File: config.mk
export PLATFORM = sky130hd
export DESIGN_NAME = mclk_ratio_detect
export DESIGN_NICKNAME = d
export VERILOG_FILES = /design/src/rtl/mrd_pkg.sv /design/src/rtl/mrd_lr_sync.sv /design/src/rtl/mrd_period_cnt.sv /design/src/rtl/mrd_classify.sv /design/src/rtl/mrd_en_gen.sv /design/src/rtl/mclk_ratio_detect.sv
export SDC_FILE = /design/constraint.sdc
export NUM_CORES = 1
export LEC_CHECK = 0
export ABC_AREA = 1
export BUFFER_PORTS_ARGS = -buffer_cell sky130_fd_sc_hd__buf_2
export CAP_MARGIN = 20
export CORE_MARGIN = 2
export CORE_UTILIZATION = 55
export CTS_CLUSTER_SIZE = 40
export DETAILED_ROUTE_END_ITERATION = 8
export PLACE_DENSITY_LB_ADDON = 0.08
export SLEW_MARGIN = 10
export SYNTH_ARGS = -nofsm -noshare
export SYNTH_HDL_FRONTEND = slang
export SYNTH_SLANG_ARGS = --single-unit
File: constraint.sdc
create_clock -name clk -period 2.5 [get_ports clk]
set_input_delay 0.25 -clock clk [delete_from_list [all_inputs] [get_ports clk]]
set_output_delay 0.25 -clock clk [all_outputs]
set_load 0.05 [all_outputs]
File: src/rtl/mrd_pkg.sv
package mrd_pkg;

    typedef enum logic [2:0] {
        ST_OFF,
        ST_WAIT,
        ST_MEASURE,
        ST_CONFIRM,
        ST_LOCKED
    } mrd_state_t;

    localparam logic [1:0] RT_256 = 2'b00;
    localparam logic [1:0] RT_384 = 2'b01;
    localparam logic [1:0] RT_512 = 2'b10;
    localparam logic [1:0] RT_BAD = 2'b11;

endpackage

File: src/rtl/mrd_lr_sync.sv
module mrd_lr_sync #(
    parameter int STAGES = 2
) (
    input  logic clk,
    input  logic rst_n,
    input  logic lr_in,
    output logic rise_o
);

    // sh[STAGES-1:0] is the synchroniser chain; sh[STAGES] is the edge register
    logic [STAGES:0] sh;

    always_ff @(posedge clk or negedge rst_n) begin
        if (!rst_n) begin
            sh <= '0;
        end else begin
            sh <= {sh[STAGES-1:0], lr_in};
        end
    end

    assign rise_o = sh[STAGES-1] & ~sh[STAGES];

endmodule

File: src/rtl/mrd_period_cnt.sv
module mrd_period_cnt #(
    parameter int TIMEOUT = 1024,
    parameter int CW      = $clog2(TIMEOUT + 1)
) (
    input  logic          clk,
    input  logic          rst_n,
    input  logic          clr,
    input  logic          rise,
    output logic [CW-1:0] meas_o,
    output logic          tmo_o
);

    localparam logic [CW-1:0] TMO_V = CW'(TIMEOUT);

    logic [CW-1:0] cnt;

    always_ff @(posedge clk or negedge rst_n) begin
        if (!rst_n) begin
            cnt <= '0;
        end else if (clr) begin
            cnt <= '0;
        end else if (rise) begin
            cnt <= CW'(1);
        end else if (cnt != TMO_V) begin
            cnt <= cnt + CW'(1);
        end
    end

    assign meas_o = cnt;
    assign tmo_o  = (cnt == TMO_V);

    AST_CNT_BOUNDED: assert property (@(posedge clk) disable iff (!rst_n)
        cnt <= TMO_V);

endmodule

File: src/rtl/mrd_classify.sv
module mrd_classify
    import mrd_pkg::*;
#(
    parameter int BASE = 256,
    parameter int TOL  = 2,
    parameter int CW   = 11
) (
    input  logic [CW-1:0] meas,
    output logic [1:0]    code_o
);

    localparam int NRAT = 3;

    logic [NRAT-1:0] hit;

    // window gi is centred on BASE*(2+gi)/2: 1x, 1.5x, 2x the internal rate
    for (genvar gi = 0; gi < NRAT; gi++) begin : g_win
        localparam int NOM = BASE * (2 + gi) / 2;
        localparam logic [CW-1:0] LO = CW'(NOM - TOL);
        localparam logic [CW-1:0] HI = CW'(NOM + TOL);
        assign hit[gi] = (meas >= LO) && (meas <= HI);
    end

    always_comb begin
        code_o = RT_BAD;
        if (hit[0]) begin
            code_o = RT_256;
        end else if (hit[1]) begin
            code_o = RT_384;
        end else if (hit[2]) begin
            code_o = RT_512;
        end
    end

endmodule

File: src/rtl/mrd_en_gen.sv
module mrd_en_gen
    import mrd_pkg::*;
(
    input  logic       clk,
    input  logic       rst_n,
    input  logic       active,
    input  logic [1:0] code,
    output logic       en_o
);

    logic [1:0] ph;

    always_ff @(posedge clk or negedge rst_n) begin
        if (!rst_n) begin
            ph <= '0;
        end else if (!active) begin
            ph <= '0;
        end else begin
            unique case (code)
                RT_384:  ph <= (ph == 2'd2) ? 2'd0 : ph + 2'd1;
                RT_512:  ph <= {1'b0, ~ph[0]};
                default: ph <= '0;
            endcase
        end
    end

    always_comb begin
        en_o = 1'b0;
        if (active) begin
            unique case (code)
                RT_256:  en_o = 1'b1;
                RT_384:  en_o = (ph != 2'd2);
                RT_512:  en_o = (ph == 2'd0);
                default: en_o = 1'b0;
            endcase
        end
    end

    AST_384_NO_DOUBLE_GAP: assert property (@(posedge clk) disable iff (!rst_n)
        (active && $past(active) && code == RT_384 && $past(code) == RT_384 && !en_o)
        |-> $past(en_o));

    AST_512_ALTERNATES: assert property (@(posedge clk) disable iff (!rst_n)
        (active && $past(active) && code == RT_512 && $past(code) == RT_512)
        |-> (en_o != $past(en_o)));

endmodule

File: src/rtl/mclk_ratio_detect.sv
module mclk_ratio_detect
    import mrd_pkg::*;
#(
    parameter int BASE       = 256,
    parameter int TOL        = 2,
    parameter int TIMEOUT    = 1024,
    parameter int SYNC_DEPTH = 2
) (
    input  logic       clk,
    input  logic       rst_n,
    input  logic       run,
    input  logic       lr_clk,
    output logic       clk_en,
    output logic [1:0] ratio,
    output logic       ready,
    output logic       hold_pd
);

    localparam int CW = $clog2(TIMEOUT + 1);

    mrd_state_t    st_q, st_d;
    logic [1:0]    cand_q, cand_d;
    logic          rise;
    logic          tmo;
    logic [CW-1:0] meas;
    logic [1:0]    code;
    logic          locked;

    mrd_lr_sync #(.STAGES(SYNC_DEPTH)) u_sync (
        .clk    (clk),
        .rst_n  (rst_n),
        .lr_in  (lr_clk),
        .rise_o (rise)
    );

    mrd_period_cnt #(.TIMEOUT(TIMEOUT), .CW(CW)) u_cnt (
        .clk    (clk),
        .rst_n  (rst_n),
        .clr    (st_q == ST_OFF),
        .rise   (rise),
        .meas_o (meas),
        .tmo_o  (tmo)
    );

    mrd_classify #(.BASE(BASE), .TOL(TOL), .CW(CW)) u_cls (
        .meas   (meas),
        .code_o (code)
    );

    // next-state logic
    always_comb begin
        st_d   = st_q;
        cand_d = cand_q;
        if (!run) begin
            st_d = ST_OFF;
        end else begin
            unique case (st_q)
                ST_OFF: st_d = ST_WAIT;
                ST_WAIT: begin
                    if (rise) st_d = ST_MEASURE;
                end
                ST_MEASURE: begin
                    if (rise) begin
                        if (code != RT_BAD) begin
                            st_d   = ST_CONFIRM;
                            cand_d = code;
                        end
                    end else if (tmo) begin
                        st_d = ST_WAIT;
                    end
                end
                ST_CONFIRM: begin
                    if (rise) begin
                        if (code == RT_BAD) begin
                            st_d = ST_MEASURE;
                        end else if (code == cand_q) begin
                            st_d = ST_LOCKED;
                        end else begin
                            cand_d = code;
                        end
                    end else if (tmo) begin
                        st_d = ST_WAIT;
                    end
                end
                ST_LOCKED: begin
                    if (rise) begin
                        if (code == RT_BAD) begin
                            st_d = ST_MEASURE;
                        end else if (code != cand_q) begin
                            st_d   = ST_CONFIRM;
                            cand_d = code;
                        end
                    end else if (tmo) begin
                        st_d = ST_WAIT;
                    end
                end
                default: st_d = ST_WAIT;
            endcase
        end
    end

    // state register
    always_ff @(posedge clk or negedge rst_n) begin
        if (!rst_n) begin
            st_q   <= ST_OFF;
            cand_q <= RT_BAD;
        end else begin
            st_q   <= st_d;
            cand_q <= cand_d;
        end
    end

    assign locked = (st_q == ST_LOCKED);

    mrd_en_gen u_en (
        .clk    (clk),
        .rst_n  (rst_n),
        .active (locked),
        .code   (cand_q),
        .en_o   (clk_en)
    );

    // outputs
    always_comb begin
        ready   = locked;
        ratio   = locked ? cand_q : RT_BAD;
        hold_pd = ~locked;
    end

    AST_PD_IDLES: assert property (@(posedge clk) disable iff (!rst_n)
        !run |=> (!ready && !clk_en));

    AST_READY_NEEDS_EDGE: assert property (@(posedge clk) disable iff (!rst_n)
        $rose(ready) |-> $past(rise));

    AST_CAND_VALID: assert property (@(posedge clk) disable iff (!rst_n)
        (st_q == ST_CONFIRM || st_q == ST_LOCKED) |-> (cand_q != RT_BAD));

    AST_TMO_DROPS: assert property (@(posedge clk) disable iff (!rst_n)
        (run && tmo && !rise && st_q != ST_OFF && st_q != ST_WAIT) |=> !ready);

    AST_EN_GATED: assert property (@(posedge clk) disable iff (!rst_n)
        (ratio == RT_BAD) |-> !clk_en);

endmodule

==> impl_metrics.yaml <==
run_status:
  status: "complete, no violations"
critical_path:
  cp.arrival_ns: 1.81
  worstPathRequired_ns: 2.25
  crit_type: "reg -> out"
  slowest_stage: "dfstp_2"
  start_kind: "flop"
  worst_path_largest_cell_delay_ns: 0.59
  worst-path-max-fanout: 5
  path_cells: "inv_1 -> ha_1 -> a21oi_1 -> a21oi_1 -> o21ai_0 -> inv_1 -> buf_2"
  cp-end-kind: "output port"
flow_run:
  cap_violations: 0
cells_and_area:
  num_antenna_cells: 0
  fillers: 271
  final_area_mm2: 0.00174
  layout-drive-gt1-share: 0.135
  fin_nets: 271
  mostFrequentLayoutCells: "nand2_1 (51), inv_1 (42), nor2_1 (36)"
  final_common_cell: "nand2_1"
  final_util: 0.626
  area_growth_pct: 7.08
sta:
  fin_tns_setup_ns: 0
  hold_violations: 0
  slew-limit-headroom: 0.678
  fmax_ghz: 0.486
  rsz0062_at_grt: "false"
  min_period_ns: 2.06
  tightest_slew_ns: 0.481
  report.final.slew_viol_count: 0
  report.final.setup_viol: 0
  fin_skew_ns: 0.00830
  fin_crit_sh: 0.822
power:
  leakage_nw: 0.884
  vdd_ir_drop_max_mv: 0.409
  power_density_mw_per_mm2: 524
synth:
  netlist_area_mm2: 0.00163
  synth_warnings: 0
  syn_inst: 246
  seq_area_frac_synth: 0.325
  ys_ff_latch: 21
  avgSynthCellArea_um2: 6.61
  synth.distinct_cells: 29
  syn_nets: 257
die:
  die_w_um: 58.4
  die_area_mm2: 0.00341
  initial_core_util: 0.585
  rows: 19
  fp.dieH_um: 58.4
  core-area_mm2: 0.00278
  io_pins: 9
clock_network:
  clock_latency_ns: 0.32
  cts_tree: "built"
  holdBufCountCts: 1
  cts.sinks: 21
  cts-resized-gates: 0
  cts_buffers: 3
  postCtsSetupRepairBufs: 0
  clkTransAtPathRegs_ns: 0.12
  htree_levels: 1
  cts-root-buf: "clkbuf_4"
  clockBufferDepth: 2
placed_design:
  routabilityCongestion: 0.891
  io_buffer_count: 8
  hpwl_mm: 2.70
  postPlaceCellArea_mm2: 0.00171
global_route:
  grt_pass1_wl_mm: 6.20
  antenna_found_initial: 0
  track_usage: 0.234
  grt-ovfl-total: 0
  grt_start_max_net_pins: 22
  grt_pass1_vias: 1413
routing:
  wl_met3_um: 199
  route.met2.wl_mm: 1.45
  via_per_inst: 5.42
  vias: 1573
  wl_per_cell_um: 12.0
  wl_met1_mm: 1.77
  drt_wl_total_mm: 3.48
  ant_nets: 0
  drc: 0
  firstDrtPassIters: 5
  initialDrtViolationCount: 74
  top_layer_used: "met4"
hold_path:
  hold_class: "in -> reg"
## routing by layer
layer / vias to the layer above / GRT usage
met5: - / 0
met1: 707 / 0.361
li1: 815 / -
met2: 46 / 0.339
met4: 0 / 0.0897
met3: 5 / 0.0198
## area by class of cell
cell class	instances	area [µm²]	area share
sequential	21	528	0.303
tap	31	38.8	0.0223
timing repair buffer	9	50.0	0.0287
inverter	45	169	0.0970
multi-input combinational	180	930	0.534
clock buffer	4	26.3	0.0151
## worst paths after layout
path	from	endpoint	slack (ns)	depth (start not counted)
worst max-delay path	cand_q[0]	clk_en	0.44	7
worst min-delay path	lr_clk	u_sync.sh[0]	0.02	1
worst max register to register	u_cnt.meas_o[0]	st_q[0]	0.61	12
worst min register to register	u_sync.sh[0]	u_sync.sh[1]	0.38	0
max in group asynchronous	rst_n	cand_q[1]	1.74	2
min in group asynchronous	rst_n	u_sync.sh[2]	0.41	2
## through the flow
step                      std cells  setup slack, ns  total power, mW  hold slack, ns
after CTS                       290            0.425            0.924         0.00550
final                           290            0.444            0.913          0.0238
after detailed placement        285            0.608            0.740           0.239
after floorplan                 246            0.459            0.660         -0.0456
after global placement          285            0.597            0.737           0.235
after global routing            290            0.287            0.992          0.0147
## critical path: cells and delay by family, from the launching register on
family                   cells  cell delay (ns)
buffers and inverters        3             0.34
flip-flops                   1             0.59
adder cells (fa/ha/maj)      1             0.22
AO/OA/AOI/OAI                3             0.33
## cells by family (layout without fill, tap and decap cells)
family,count (synthesis),after routing,share of synthesized area
and+or+nand+nor,139,139,0.393
buffers and inverters,45,58,0.104
AOI/OAI and AO/OA,33,33,0.119
DFF,21,21,0.325
adders and majority gates,7,7,0.0538
xor gates and xnor gates,1,1,0.00539
## power by group
part	total (mW)	internal, mW	switching, mW	leakage, nW
clock	0.173	0.0626	0.110	0.0150
sequential	0.409	0.370	0.0396	0.276
combinational	0.331	0.107	0.224	0.593
total	0.913	0.539	0.374	0.884
## synth_stat cells
| cell type | instances | share of area |
|---|---|---|
| dfrtp_1 | 19 | 0.29 |
| nand3_1 | 21 | 0.065 |
| nor2_1 | 36 | 0.083 |
| nor3_1 | 7 | 0.022 |
| o211ai_1 | 1 | 0.0046 |
| nand3_2 | 2 | 0.012 |
| o21ai_2 | 1 | 0.0054 |
| nor2_2 | 2 | 0.0077 |
| nand2_2 | 11 | 0.042 |
| a311oi_1 | 1 | 0.0054 |
| xor2_1 | 1 | 0.0054 |
| a31oi_1 | 2 | 0.0077 |
| a21oi_2 | 1 | 0.0054 |
| dfstp_2 | 2 | 0.032 |
| o21ai_1 | 3 | 0.0092 |
| inv_1 | 42 | 0.097 |
| inv_2 | 2 | 0.0046 |
| o221ai_1 | 1 | 0.0054 |
| a2bb2oi_1 | 1 | 0.0054 |
| nand4_1 | 6 | 0.023 |
| a21oi_1 | 10 | 0.031 |
| ha_1 | 7 | 0.054 |
| nor2_4 | 2 | 0.014 |
| clkinv_1 | 1 | 0.0023 |
| a211oi_1 | 1 | 0.0046 |
| nand2_1 | 51 | 0.12 |
| o21ai_0 | 10 | 0.031 |
| a22oi_1 | 1 | 0.0046 |
| nand2_4 | 1 | 0.0069 |
## state kept, by name, indices dropped and copies added, names as in the netlist
name and cells:
u_sync.sh 3, cand_q 2, u_en.ph 2, st_q 3, u_cnt.meas_o 11
(Power assumes the default switching activity.)
